==> src/rtl/audio_ctl_pkg.sv <==
package audio_ctl_pkg;
  localparam int BYTE_W = 8;

  typedef enum logic [2:0] {
    ST_IDLE,
    ST_RX,
    ST_ACK,
    ST_TX,
    ST_TXACK
  } busState_t;

  typedef enum logic [1:0] {
    PH_ADDR,
    PH_SUB,
    PH_DATA
  } phase_t;

  // strobes from bus control to register datapath
  typedef struct packed {
    logic              subLoad;
    logic              dataWr;
    logic [BYTE_W-1:0] rxByte;
  } ctlStrobe_t;
endpackage

==> src/rtl/audio_ctl_sync.sv <==
module audio_ctl_sync #(
  parameter int STAGES = 2,
  parameter int WIDTH  = 2
) (
  input  logic             clk,
  input  logic             rstN,
  input  logic [WIDTH-1:0] din,
  output logic [WIDTH-1:0] dout
);
  logic [WIDTH-1:0] stageQ [STAGES];

  always_ff @(posedge clk or negedge rstN) begin
    if (!rstN) begin
      for (int s = 0; s < STAGES; s++) stageQ[s] <= '1;
    end else begin
      stageQ[0] <= din;
      for (int s = 1; s < STAGES; s++) stageQ[s] <= stageQ[s-1];
    end
  end

  assign dout = stageQ[STAGES-1];
endmodule

==> src/rtl/audio_ctl_fsm.sv <==
module audio_ctl_fsm
  import audio_ctl_pkg::*;
#(
  parameter logic [6:0] DEV_ADDR = 7'h5B
) (
  input  logic              clk,
  input  logic              rstN,
  input  logic              sclS,
  input  logic              sdaS,
  input  logic [BYTE_W-1:0] statusByte,
  output logic              sdaOe,
  output ctlStrobe_t        strobe
);
  localparam int CNT_W = $clog2(BYTE_W);
  localparam logic [CNT_W-1:0] LAST_BIT = CNT_W'(BYTE_W - 1);

  busState_t         state;
  phase_t            phase;
  logic [CNT_W-1:0]  bitCnt;
  logic              full;
  logic              rdMode;
  logic [BYTE_W-1:0] shiftReg;
  logic [BYTE_W-1:0] txShift;
  logic              oeQ;
  logic              subLoadQ;
  logic              dataWrQ;
  logic              sclPrev;
  logic              sdaPrev;

  logic startEv, stopEv, sclRise, sclFall;
  assign startEv = sclS && sclPrev && sdaPrev && !sdaS;
  assign stopEv  = sclS && sclPrev && !sdaPrev && sdaS;
  assign sclRise = sclS && !sclPrev;
  assign sclFall = !sclS && sclPrev;

  always_ff @(posedge clk or negedge rstN) begin
    if (!rstN) begin
      state    <= ST_IDLE;
      phase    <= PH_ADDR;
      bitCnt   <= '0;
      full     <= 1'b0;
      rdMode   <= 1'b0;
      shiftReg <= '0;
      txShift  <= '0;
      oeQ      <= 1'b0;
      subLoadQ <= 1'b0;
      dataWrQ  <= 1'b0;
      sclPrev  <= 1'b1;
      sdaPrev  <= 1'b1;
    end else begin
      sclPrev  <= sclS;
      sdaPrev  <= sdaS;
      subLoadQ <= 1'b0;
      dataWrQ  <= 1'b0;
      if (startEv) begin
        state  <= ST_RX;
        phase  <= PH_ADDR;
        bitCnt <= '0;
        full   <= 1'b0;
        rdMode <= 1'b0;
        oeQ    <= 1'b0;
      end else if (stopEv) begin
        state <= ST_IDLE;
        oeQ   <= 1'b0;
      end else begin
        case (state)
          ST_RX: begin
            if (sclRise && !full) begin
              shiftReg <= {shiftReg[BYTE_W-2:0], sdaS};
              bitCnt   <= bitCnt + 1'b1;
              if (bitCnt == LAST_BIT) full <= 1'b1;
            end else if (sclFall && full) begin
              full <= 1'b0;
              case (phase)
                PH_ADDR: begin
                  if (shiftReg[BYTE_W-1:1] == DEV_ADDR) begin
                    oeQ    <= 1'b1;
                    state  <= ST_ACK;
                    rdMode <= shiftReg[0];
                    phase  <= PH_SUB;
                  end else begin
                    state <= ST_IDLE;
                  end
                end
                PH_SUB: begin
                  oeQ      <= 1'b1;
                  state    <= ST_ACK;
                  subLoadQ <= 1'b1;
                  phase    <= PH_DATA;
                end
                default: begin
                  oeQ     <= 1'b1;
                  state   <= ST_ACK;
                  dataWrQ <= 1'b1;
                end
              endcase
            end
          end
          ST_ACK: begin
            if (sclFall) begin
              bitCnt <= '0;
              if (rdMode) begin
                txShift <= statusByte;
                oeQ     <= ~statusByte[BYTE_W-1];
                state   <= ST_TX;
              end else begin
                oeQ   <= 1'b0;
                state <= ST_RX;
              end
            end
          end
          ST_TX: begin
            if (sclFall) begin
              if (bitCnt == LAST_BIT) begin
                oeQ   <= 1'b0;
                state <= ST_TXACK;
              end else begin
                bitCnt  <= bitCnt + 1'b1;
                txShift <= {txShift[BYTE_W-2:0], 1'b0};
                oeQ     <= ~txShift[BYTE_W-2];
              end
            end
          end
          ST_TXACK: begin
            if (sclRise) state <= ST_IDLE;
          end
          default: ;
        endcase
      end
    end
  end

  assign sdaOe          = oeQ;
  assign strobe.subLoad = subLoadQ;
  assign strobe.dataWr  = dataWrQ;
  assign strobe.rxByte  = shiftReg;
endmodule

==> src/rtl/audio_ctl_regs.sv <==
module audio_ctl_regs
  import audio_ctl_pkg::*;
#(
  parameter int                NUM_REGS  = 8,
  parameter logic [NUM_REGS-1:0] IMPL_MASK = 8'b0110_0111
) (
  input  logic                       clk,
  input  logic                       rstN,
  input  ctlStrobe_t                 strobe,
  input  logic                       pilotDet,
  input  logic                       sapDet,
  output logic [NUM_REGS*BYTE_W-1:0] regFlat,
  output logic [BYTE_W-1:0]          statusByte
);
  localparam int IDX_W = BYTE_W - 1;
  localparam logic [IDX_W-1:0] LAST_IDX = IDX_W'(NUM_REGS - 1);

  logic [IDX_W-1:0] idx;
  logic             renew;

  always_ff @(posedge clk or negedge rstN) begin
    if (!rstN) begin
      idx   <= '0;
      renew <= 1'b0;
    end else if (strobe.subLoad) begin
      idx   <= strobe.rxByte[IDX_W-1:0];
      renew <= strobe.rxByte[BYTE_W-1];
    end else if (strobe.dataWr && !renew) begin
      idx <= (idx == LAST_IDX) ? '0 : idx + 1'b1;
    end
  end

  for (genvar g = 0; g < NUM_REGS; g++) begin : gReg
    if (IMPL_MASK[g]) begin : gImpl
      logic [BYTE_W-1:0] r;
      always_ff @(posedge clk or negedge rstN) begin
        if (!rstN) r <= '0;
        else if (strobe.dataWr && idx == IDX_W'(g)) r <= strobe.rxByte;
      end
      assign regFlat[g*BYTE_W +: BYTE_W] = r;
    end else begin : gVoid
      assign regFlat[g*BYTE_W +: BYTE_W] = '0;
    end
  end

  assign statusByte = {pilotDet, sapDet, {(BYTE_W-2){1'b0}}};
endmodule

==> src/rtl/audio_ctl_slave.sv <==
module audio_ctl_slave
  import audio_ctl_pkg::*;
#(
  parameter logic [6:0]          DEV_ADDR    = 7'h5B,
  parameter int                  SYNC_STAGES = 2,
  parameter int                  NUM_REGS    = 8,
  parameter logic [NUM_REGS-1:0] IMPL_MASK   = 8'b0110_0111
) (
  input  logic                       clk,
  input  logic                       rstN,
  input  logic                       sclIn,
  input  logic                       sdaIn,
  output logic                       sdaOe,
  input  logic                       pilotDet,
  input  logic                       sapDet,
  output logic [NUM_REGS*BYTE_W-1:0] ctlRegs,
  output logic [1:0]                 agcCurve
);
  logic [1:0]        busS;
  ctlStrobe_t        strobe;
  logic [BYTE_W-1:0] statusByte;

  audio_ctl_sync #(.STAGES(SYNC_STAGES), .WIDTH(2)) uSync (
    .clk(clk), .rstN(rstN), .din({sclIn, sdaIn}), .dout(busS)
  );

  audio_ctl_fsm #(.DEV_ADDR(DEV_ADDR)) uFsm (
    .clk(clk), .rstN(rstN), .sclS(busS[1]), .sdaS(busS[0]),
    .statusByte(statusByte), .sdaOe(sdaOe), .strobe(strobe)
  );

  audio_ctl_regs #(.NUM_REGS(NUM_REGS), .IMPL_MASK(IMPL_MASK)) uRegs (
    .clk(clk), .rstN(rstN), .strobe(strobe), .pilotDet(pilotDet),
    .sapDet(sapDet), .regFlat(ctlRegs), .statusByte(statusByte)
  );

  assign agcCurve = ctlRegs[BYTE_W-1 -: 2];
endmodule

==> config.mk <==
export PLATFORM = sky130hd
export DESIGN_NAME = audio_ctl_slave
export DESIGN_NICKNAME = d
export VERILOG_FILES = /design/src/rtl/audio_ctl_pkg.sv /design/src/rtl/audio_ctl_sync.sv /design/src/rtl/audio_ctl_fsm.sv /design/src/rtl/audio_ctl_regs.sv /design/src/rtl/audio_ctl_slave.sv
export SDC_FILE = /design/constraint.sdc
export NUM_CORES = 1
export LEC_CHECK = 0
export ABC_CLOCK_PERIOD_IN_PS = 1680
export BUFFER_PORTS_ARGS = -buffer_cell sky130_fd_sc_hd__buf_2
export CAP_MARGIN = 20
export CORE_MARGIN = 2
export CORE_UTILIZATION = 49
export CTS_CLUSTER_SIZE = 12
export DETAILED_ROUTE_END_ITERATION = 8
export PLACE_DENSITY = 0.78
export RECOVER_POWER = 25
export SETUP_SLACK_MARGIN = 0.02
export SLEW_MARGIN = 20
export SYNTH_ARGS = -nofsm -noshare
export SYNTH_HDL_FRONTEND = slang
export SYNTH_SLANG_ARGS = --single-unit
==> constraint.sdc <==
create_clock -name clk -period 1.68 [get_ports clk]
set_input_delay 0.336 -clock clk [delete_from_list [all_inputs] [get_ports clk]]
set_output_delay 0.336 -clock clk [all_outputs]
set_load 0.05 [all_outputs]
# == Word level (Yosys, flattened, before mapping) ==
# Index checks and enable logic that the tools add are counted.
# totals
wordCells,171
regBits,82
input_bits,6
out_inout_bits,67
# op_classes
n_eq_ne,31
n_reduce_logical,43
mux,70
n_addsub,2
n_bitwise,4
# op_table
cell,n
2-to-1 mux 7 bit,7
2-to-1 mux 3 bit,14
2-to-1 mux 1 bit,35
AND reduction 6 bit,4
equality test 7 x 3 -> 1 bit (second input constant),3
inequality test 4 x 1 -> 1 bit (second input constant),5
2-to-1 mux 2 bit,9
logical AND 1 bit,15
one-hot mux 7 bit (2 select lines),1
AND reduction 7 bit,2
inequality test 3 x 1 -> 1 bit (second input constant),4
one-hot mux 3 bit (4 select lines),1
nonzero test 2 bit,6
inequality test 2 x 1 -> 1 bit (second input constant),5
one-hot mux 3 bit (3 select lines),1
AND reduction 4 bit,2
adder 7 x 1 -> 7 bit (second input constant),1
equality test 7 x 1 -> 1 bit (second input constant),1
equality test 7 x 2 -> 1 bit (second input constant),1
equality test 7 bit (second input constant),1
logical NOT 7 bit,1
equality test 3 x 2 -> 1 bit (second input constant),2
equality test 3 bit (second input constant),2
logical NOT 1 bit,6
other kinds (16),21

# == Logic depth before layout (Yosys ltp) ==
# Gate-level depths: netlist of the first run.
# depth
word_depth,8
depth_mapped,7
depth_no_buf,7

# == Cells and area by module ==
# A second synthesis of the first run with hierarchy kept.
# unflattened
cells_unflattened,330
hier_area_um2,4137.7
# modules_own_cells
mod,cells_each,area_per_inst_um2,seq_area_each_um2,n_inst
audio_ctl_regs,178,2399.8,1201.2,1
audio_ctl_fsm,144,1602.8,753.2,1
audio_ctl_sync,6,120.1,105.1,1
audio_ctl_slave,2,15.0,0.0,1

# == Worst setup path before layout of the first run ==
# OpenSTA, ideal clock, no wires.
# synth_timing
path_type,register to register
from,register uFsm.state[1]
to,register uFsm.state[0]
path_buffers,1
setup_time_ps,121
period_less_slack_ps,1861
required_time_ps,1559
t_arrival_ps,1740
path_slack_ps,-181
stages_incl_launch_ff,7
cell_sequence,dfrtp_1 -> buf_6 -> or3b_4 -> o21a_4 -> o21ai_4 -> mux2_4 -> o22a_1
# synth_between
elab_chain_len,4
elab_cells_between_ends,15
classes_between,eq/ne: 10; mux: 3; reduce/logical: 2
# synth_lines
element,line,text
from (decl),audio_ctl_fsm.sv:17,busState_t state;
from (signal assigned),audio_ctl_fsm.sv:38,state <= ST_IDLE;
from (signal assigned),audio_ctl_fsm.sv:56,state <= ST_RX;
from (signal assigned),audio_ctl_fsm.sv:63,state <= ST_IDLE;
"equality test 3 bit, or another cell as far along",audio_ctl_fsm.sv:66,case (state)
one-hot mux 3 bit (4 select lines),audio_ctl_fsm.sv:66,
2-to-1 mux 3 bit,audio_ctl_fsm.sv:62,end else if (stopEv) begin
2-to-1 mux 3 bit,audio_ctl_fsm.sv:55,if (startEv) begin
# Parallel ways exist; a longest one is shown, timed or not.
# A chain may end at the register's enable or synchronous reset.

# == Worst setup path after layout of the first run ==
# Same ends and word-level chain as after synthesis.

==> flow_metrics.py, run 1 <==
metrics = {
    "layout": {
        "drive_above_1_share_pct": 49.2,
        "mostFrequentLayoutCells": "dfrtp_1, buf_2, mux2_2",
        "area_growth_pct": 22.6,
        "antenna_cells": 0,
        "nets": 387,
        "mostFrequentLayoutCell": "dfrtp_1",
    },
    "setup_path": {
        "path_max_fanout": 5,
        "r2r_end": "uFsm.state[0]",
        "end_kind": "flop",
        "start_kind": "flop",
        "crit_path_start": "uFsm.state[1]",
        "cp.required_ns": 1.92,
        "crit_path_end": "uFsm.state[0]",
        "rrSetupSlack_ns": -0.15,
        "r2r_cells": 7,
        "r2r_start": "uFsm.state[1]",
        "cp_data_arrival_time_ns": 2.07,
        "critical_path_class": "reg2reg",
    },
    "cts": {
        "cts_tree": "yes",
        "clk_path_buf_depth": 2,
        "h-tree-depth": 3,
        "clk_pin_slew_ns": 0.08,
        "numCtsBuffers": 9,
        "clock-root-buffer": "clkbuf_8",
        "clock_latency_ns": 0.35,
        "cts_sinks": 76,
    },
    "power": {
        "p_leak_uw": 0.00233,
        "peakVddDrop_uv": 658,
        "power_density_nw_per_um2": 1040,
    },
    "timing": {
        "final-setup-viol-count": 42,
        "setup_ws_ns": -0.151,
        "rsz0062_at_grt": "true",
        "report.final.slew_viol_count": 0,
        "max_clock_freq_mhz": 546,
        "fin_crit_ns": 1.83,
        "tightest_slew_ns": 0.976,
        "post-route-period-util_pct": 109,
        "skew_ns": 0.0136,
        "relSlewSlack_pct": 34.9,
        "tns_ns": -1.44,
        "hold_viol": 0,
    },
    "placed_design": {
        "pre_cts_slack_ns": -0.135,
        "portBuffers": 48,
        "hpwl_mm": 5.09,
        "place_congestion": 0.888,
    },
    "run_status": {
        "violations": "setup timing",
        "status": "complete, but fails checks",
    },
    "routing": {
        "drtPass1Iterations": 4,
        "vias": 2457,
        "first_iter_violations": 195,
        "viasPerCell": 5.13,
        "drtAntennaViolNets": 0,
        "post-route-drc-count": 0,
        "routed_wl_mm": 7.56,
        "wl_per_cell_um": 15.8,
    },
    "synth": {
        "synth_top_area_cell": "dfrtp_1",
        "synth.area.top_cells": "dfrtp_1, mux2_2, buf_4, dfstp_2, ha_1",
        "yosys_register_bits": 76,
        "synth-edff-count": 0,
        "synth_sequential_area_ratio_pct": 53.7,
        "ys.flop_type": "dfrtp_1",
        "ys_warn_count": 0,
        "yosysTopAreaCellShare_pct": 49.3,
        "ys_async_sr_fraction_pct": 100,
        "synth_area_um2": 3550,
        "synthCells": 290,
        "synth.avg_cell_area_um2": 12.3,
        "synth_cell_types": 50,
    },
    "die": {
        "die_x_um": 89.2,
        "die_h_um": 89.2,
        "start_util_pct": 49.8,
        "io_pins": 73,
        "die-area_um2": 7950,
        "placementRows": 31,
        "coreArea_um2": 7140,
    },
    "global_routing": {
        "grt_max_degree": 45,
        "antenna_found_initial": 0,
        "met2_usage_pct": 32.3,
        "use_met1_pct": 26.1,
        "busiest_layer": "met2",
        "gr-total-overflow": 0,
        "gr-usage-met3_pct": 3.79,
        "grt_first_pass_wirelength_mm": 11.7,
        "grt_pass1_vias": 2408,
        "grtUsageTotal_pct": 19.8,
    },
    "min_path": {
        "hold_path_class": "in2reg",
        "holdPathStages": 1,
    },
    "job": {
        "maxCapViolations": 0,
    },
}
## layout make-up
cell class	instances	area [um2]
Tap cell	99	124
Multi-Input combinational cell	192	1580
Clock buffer	12	145
Clock inverter	4	25.0
Timing Repair Buffer	88	544
Inverter	8	30.0
Sequential cell	76	1910
Fill cell	567	2780
## logic make-up (layout without fill, tap and decap cells)
logic type / Yosys count / in the layout / share of synthesized area, %
AO/OA/AOI/OAI: 37 / 37 / 7.67
AND/OR/NAND/NOR: 67 / 67 / 10.4
adder cells (fa/ha/maj): 6 / 6 / 2.11
buffers and inverters: 45 / 112 / 7.92
multiplexers: 53 / 53 / 16.9
XOR/XNOR: 5 / 5 / 1.23
other: 1 / 24 / 0.105
flip-flops: 76 / 76 / 53.7
## synthesized netlist by cell type, drive strengths merged, types with 3 or more instances
cell	number
a31oi	3
a21oi	8
clkbuf	5
xor2	5
dfrtp	70
inv	8
buf	32
and3	6
nor3b	3
mux2	52
nor2b	3
nor2	10
ha	6
nor3	3
nand4	7
nand3	3
dfstp	6
nand2	23
o21ai	10
## critical path: stages (launching register included)
cell and delay, ns:
dfrtp_1 0.39, buf_4 0.16, buf_4 0.15, and3b_2 0.21
o22ai_4 0.21, o21ai_4 0.10, mux2_4 0.30, o22a_1 0.20
## metal layers
layer | vias to the layer above | wire, um
met5 | - | 0
met4 | 0 | 143
met3 | 12 | 350
met2 | 83 | 3900
met1 | 1230 | 3160
li1 | 1132 | -
## metrics by stage
step	utilization, %	instance area, um2	total power [uW]	std cells	hold slack [ns]
floorplan	-	3640	2870	313	0.0404
global placement	56.7	4050	3170	459	0.347
detailed placement	56.7	4050	3220	459	0.347
CTS	60.2	4290	4440	477	0.0862
global route	61.1	4360	4740	479	0.0793
finish	61.1	4360	4510	479	0.0954
## what timing repair did
item                                    4_1_cts  5_1_grt
resized for setup                            14       20
endpoints found under the setup margin       29       52
hold buffers                                  1        0
buffers inserted                              1        2
pin swaps                                     5       15
endpoints found under the hold margin        30        0
## how the worst min path moves through the flow
stage	startpoint	to	slack [ns]
floorplan	rstN	uFsm.bitCnt[0]	0.04
global placement	rstN	uRegs.gReg[2].gImpl.r[4]	0.35
detailed placement	rstN	uRegs.gReg[2].gImpl.r[4]	0.35
CTS	sdaIn	uSync.stageQ[2]	0.09
global route	sclIn	uSync.stageQ[3]	0.08
finish	sdaIn	uSync.stageQ[2]	0.1
## flip-flops by register name (all words and copies together), names as in the netlist, 2 cells and up
register / count
uSync.stageQ: 2
uFsm.bitCnt: 3
uRegs.gReg.gImpl.r: 40
uFsm.shiftReg: 8
uSync.dout: 2
uRegs.idx: 7
uFsm.phase: 2
uFsm.state: 3
## power by group
group          switching, uW  internal [uW]
registers                130           1960
clock network            645            573
logic                    658            552
total                   1430           3080
No activity file was read; power rests on OpenSTA's default activity.
==> run 2: changes to the inputs <==
--- a/config.mk
+++ b/config.mk
@@ -9,13 +9,14 @@
 export BUFFER_PORTS_ARGS = -buffer_cell sky130_fd_sc_hd__buf_2
 export CAP_MARGIN = 20
 export CORE_MARGIN = 2
-export CORE_UTILIZATION = 49
+export CORE_UTILIZATION = 51
 export CTS_CLUSTER_SIZE = 12
 export DETAILED_ROUTE_END_ITERATION = 8
-export PLACE_DENSITY = 0.78
+export PLACE_DENSITY = 0.8
 export RECOVER_POWER = 25
 export SETUP_SLACK_MARGIN = 0.02
 export SLEW_MARGIN = 20
 export SYNTH_ARGS = -nofsm -noshare
 export SYNTH_HDL_FRONTEND = slang
+export SYNTH_HIERARCHICAL = 1
 export SYNTH_SLANG_ARGS = --single-unit
==> run 2 against run 1 <==
Effect of this change: final area is 16% higher; routed wire length grew 19%; clock skew shrank 0.0042 ns; largest power group unchanged; the run still ends with setup timing left; clock power grew 15%; sequential power up 3%; largest cell class unchanged.
==> flow_metrics.py, run 2 <==
metrics = {
    "run_status": {
        "status": "complete, but fails checks",
        "violations": "setup timing",
    },
    "global_routing": {
        "grt_max_degree": 53,
        "busiest_layer": "met2",
        "gr-usage-met3_pct": 4.09,
        "antenna_found_initial": 0,
        "met2_usage_pct": 33.5,
        "gr-total-overflow": 0,
        "grt_first_pass_wirelength_mm": 13.6,
        "grtUsageTotal_pct": 20.0,
        "grt_pass1_vias": 2716,
        "use_met1_pct": 26.2,
    },
    "die": {
        "die_h_um": 94.1,
        "start_util_pct": 53.0,
        "io_pins": 73,
        "placementRows": 32,
        "die-area_um2": 8850,
        "coreArea_um2": 7810,
        "die_x_um": 94.1,
    },
    "routing": {
        "viasPerCell": 5.29,
        "vias": 2761,
        "first_iter_violations": 153,
        "post-route-drc-count": 0,
        "routed_wl_mm": 8.98,
        "wl_per_cell_um": 17.2,
        "drtPass1Iterations": 4,
        "drtAntennaViolNets": 0,
    },
    "min_path": {
        "hold_path_class": "in2reg",
        "holdPathStages": 1,
    },
    "cts": {
        "clock-root-buffer": "clkbuf_8",
        "clk_pin_slew_ns": 0.08,
        "cts_tree": "yes",
        "cts_sinks": 82,
        "numCtsBuffers": 9,
        "clock_latency_ns": 0.35,
        "clk_path_buf_depth": 2,
        "h-tree-depth": 3,
    },
    "layout": {
        "mostFrequentLayoutCell": "dfrtp_1",
        "antenna_cells": 0,
        "reg_top3": "uRegs/gReg.gImpl.r (40), uFsm/shiftReg (8)",
        "drive_above_1_share_pct": 50.2,
        "n_fill_cell": 570,
        "nets": 429,
        "top_register": "uRegs/gReg.gImpl.r",
        "area_growth_pct": 22.3,
        "largest_reg_flops": 40,
        "mostFrequentLayoutCells": "dfrtp_1, buf_2, buf_4",
        "instances_no_fill": 522,
    },
    "synth": {
        "synth.avg_cell_area_um2": 12.5,
        "synth-simple-area-share_pct": 12.5,
        "ys.flop_type": "dfrtp_1",
        "synth_cell_types": 55,
        "synth_xor_area_share_pct": 0.847,
        "synth_top_family_by_area": "multiplexers",
        "synth_top_area_cell": "dfrtp_1",
        "synth.mux.area_fraction_pct": 20.3,
        "ys_async_sr_fraction_pct": 100,
        "ys_warn_count": 6,
        "yosys_register_bits": 82,
        "synth_common_cells": "dfrtp_1, buf_4, mux2_2",
        "synth-edff-count": 0,
        "synth_compound_area_share_pct": 5.53,
        "synth_sequential_area_ratio_pct": 49.8,
        "synth.area.top_cells": "dfrtp_1, mux2_2, mux2_4, buf_4, dfstp_2",
        "synthCells": 330,
        "synthAdderAreaFrac_pct": 2.12,
        "yosysTopAreaCellShare_pct": 46.0,
        "synth_area_um2": 4140,
        "synth_most_common_cell": "dfrtp_1",
    },
    "timing": {
        "hold_viol": 0,
        "fin_crit_ns": 1.80,
        "post-route-period-util_pct": 107,
        "rsz0062_at_grt": "true",
        "holdWs_ns": 0.0755,
        "relSlewSlack_pct": 63.3,
        "tightest_slew_ns": 0.550,
        "skew_ns": 0.00943,
        "setup_ws_ns": -0.121,
        "max_clock_freq_mhz": 555,
        "final-setup-viol-count": 24,
        "report.final.slew_viol_count": 0,
    },
    "job": {
        "maxCapViolations": 0,
    },
    "setup_path": {
        "cp.required_ns": 1.92,
        "path_max_fanout": 3,
        "r2r_cells": 6,
        "start_kind": "flop",
        "cp_data_arrival_time_ns": 2.04,
        "critical_path_class": "reg2reg",
        "end_kind": "flop",
    },
    "placed_design": {
        "hpwl_mm": 5.63,
        "pre_cts_slack_ns": -0.0935,
        "dp.cells": 493,
        "portBuffers": 48,
        "place_congestion": 0.835,
    },
    "power": {
        "peakVddDrop_uv": 419,
        "p_leak_uw": 0.00265,
        "power_density_nw_per_um2": 823,
    },
}
run 2: cell count changes in the layout (fill, tap and decap cells not counted), moves of 5 or more:
cell,delta
mux2_2,-19
conb_1,+6
nand4_1,-6
dfrtp_1,+5
mux2_4,+29
run 2: timing repair:
action,in CTS,in global routing
hold endpoints to repair,9,0
gates cloned,0,0
setup buffers,5,8
pin swaps,6,7
setup endpoints to repair,37,59
hold buffers,1,0
gates resized for setup,17,23
run 2: layout make-up:
cell class / instances / area (um2) / share of cell area (%)
flip-flops and latches: 82 / 2060 / 40.7
multi-input cells: 223 / 2050 / 40.6
repair buffers: 93 / 601 / 11.9
well taps: 102 / 128 / 2.52
clock buffers: 9 / 124 / 2.45
clock inverters: 6 / 68.8 / 1.36
inverters: 7 / 26.3 / 0.519
run 2: worst paths after layout:
check	start	endpoint	slack, ns
max reg2reg	uFsm/bitCnt[1]	uFsm/state[2]	-0.12
max	uFsm/bitCnt[1]	uFsm/state[2]	-0.12
min	sclIn	uSync/stageQ[3]	0.08
min in group asynchronous	rstN	uRegs/gReg[6].gImpl.r[3]	0.48
max in group asynchronous	rstN	uFsm/state[1]	0.25
min reg2reg	uSync/stageQ[3]	uSync/dout[1]	0.36
run 2: cell families (layout without fill, tap and decap cells):
kind of cell | after synthesis | count (layout)
muxes | 67 | 67
and+or+nand+nor | 79 | 79
AOI/OAI and AO/OA | 36 | 36
other | 1 | 30
adders and majority gates | 7 | 7
DFF | 82 | 82
buffers and inverters | 54 | 115
xor gates and xnor gates | 4 | 4
run 2: worst max-delay path, stage by stage, from the launching register on:
cell      delay [ns]
dfrtp_1         0.42
ha_4            0.19
ha_4            0.16
and3b_2         0.24
o32ai_2         0.08
o221ai_2        0.25
mux2_4          0.34
run 2: layer usage:
layer	routed length [um]	share of wire, %
met2	4730	53
met1	3720	41
met5	0	0
met3	376	4.2
met4	155	1.7
run 2: metrics by stage:
step	utilization, %	setup TNS, ns	power (uW)	area (um2)
after detailed placement	58.9	-0.800	2690	4600
after global placement	58.9	-0.229	2670	4600
after floorplan	-	-0.0550	2560	4310
after CTS	63.1	-0.202	4150	4920
after global routing	64.8	-2.77	4360	5060
final	64.8	-0.574	4160	5060
run 2: power by group:
part           switching, uW  leakage [uW]  internal [uW]
clock                    719     0.0000953            683
combinational            355       0.00145            249
sequential               110       0.00111           2050
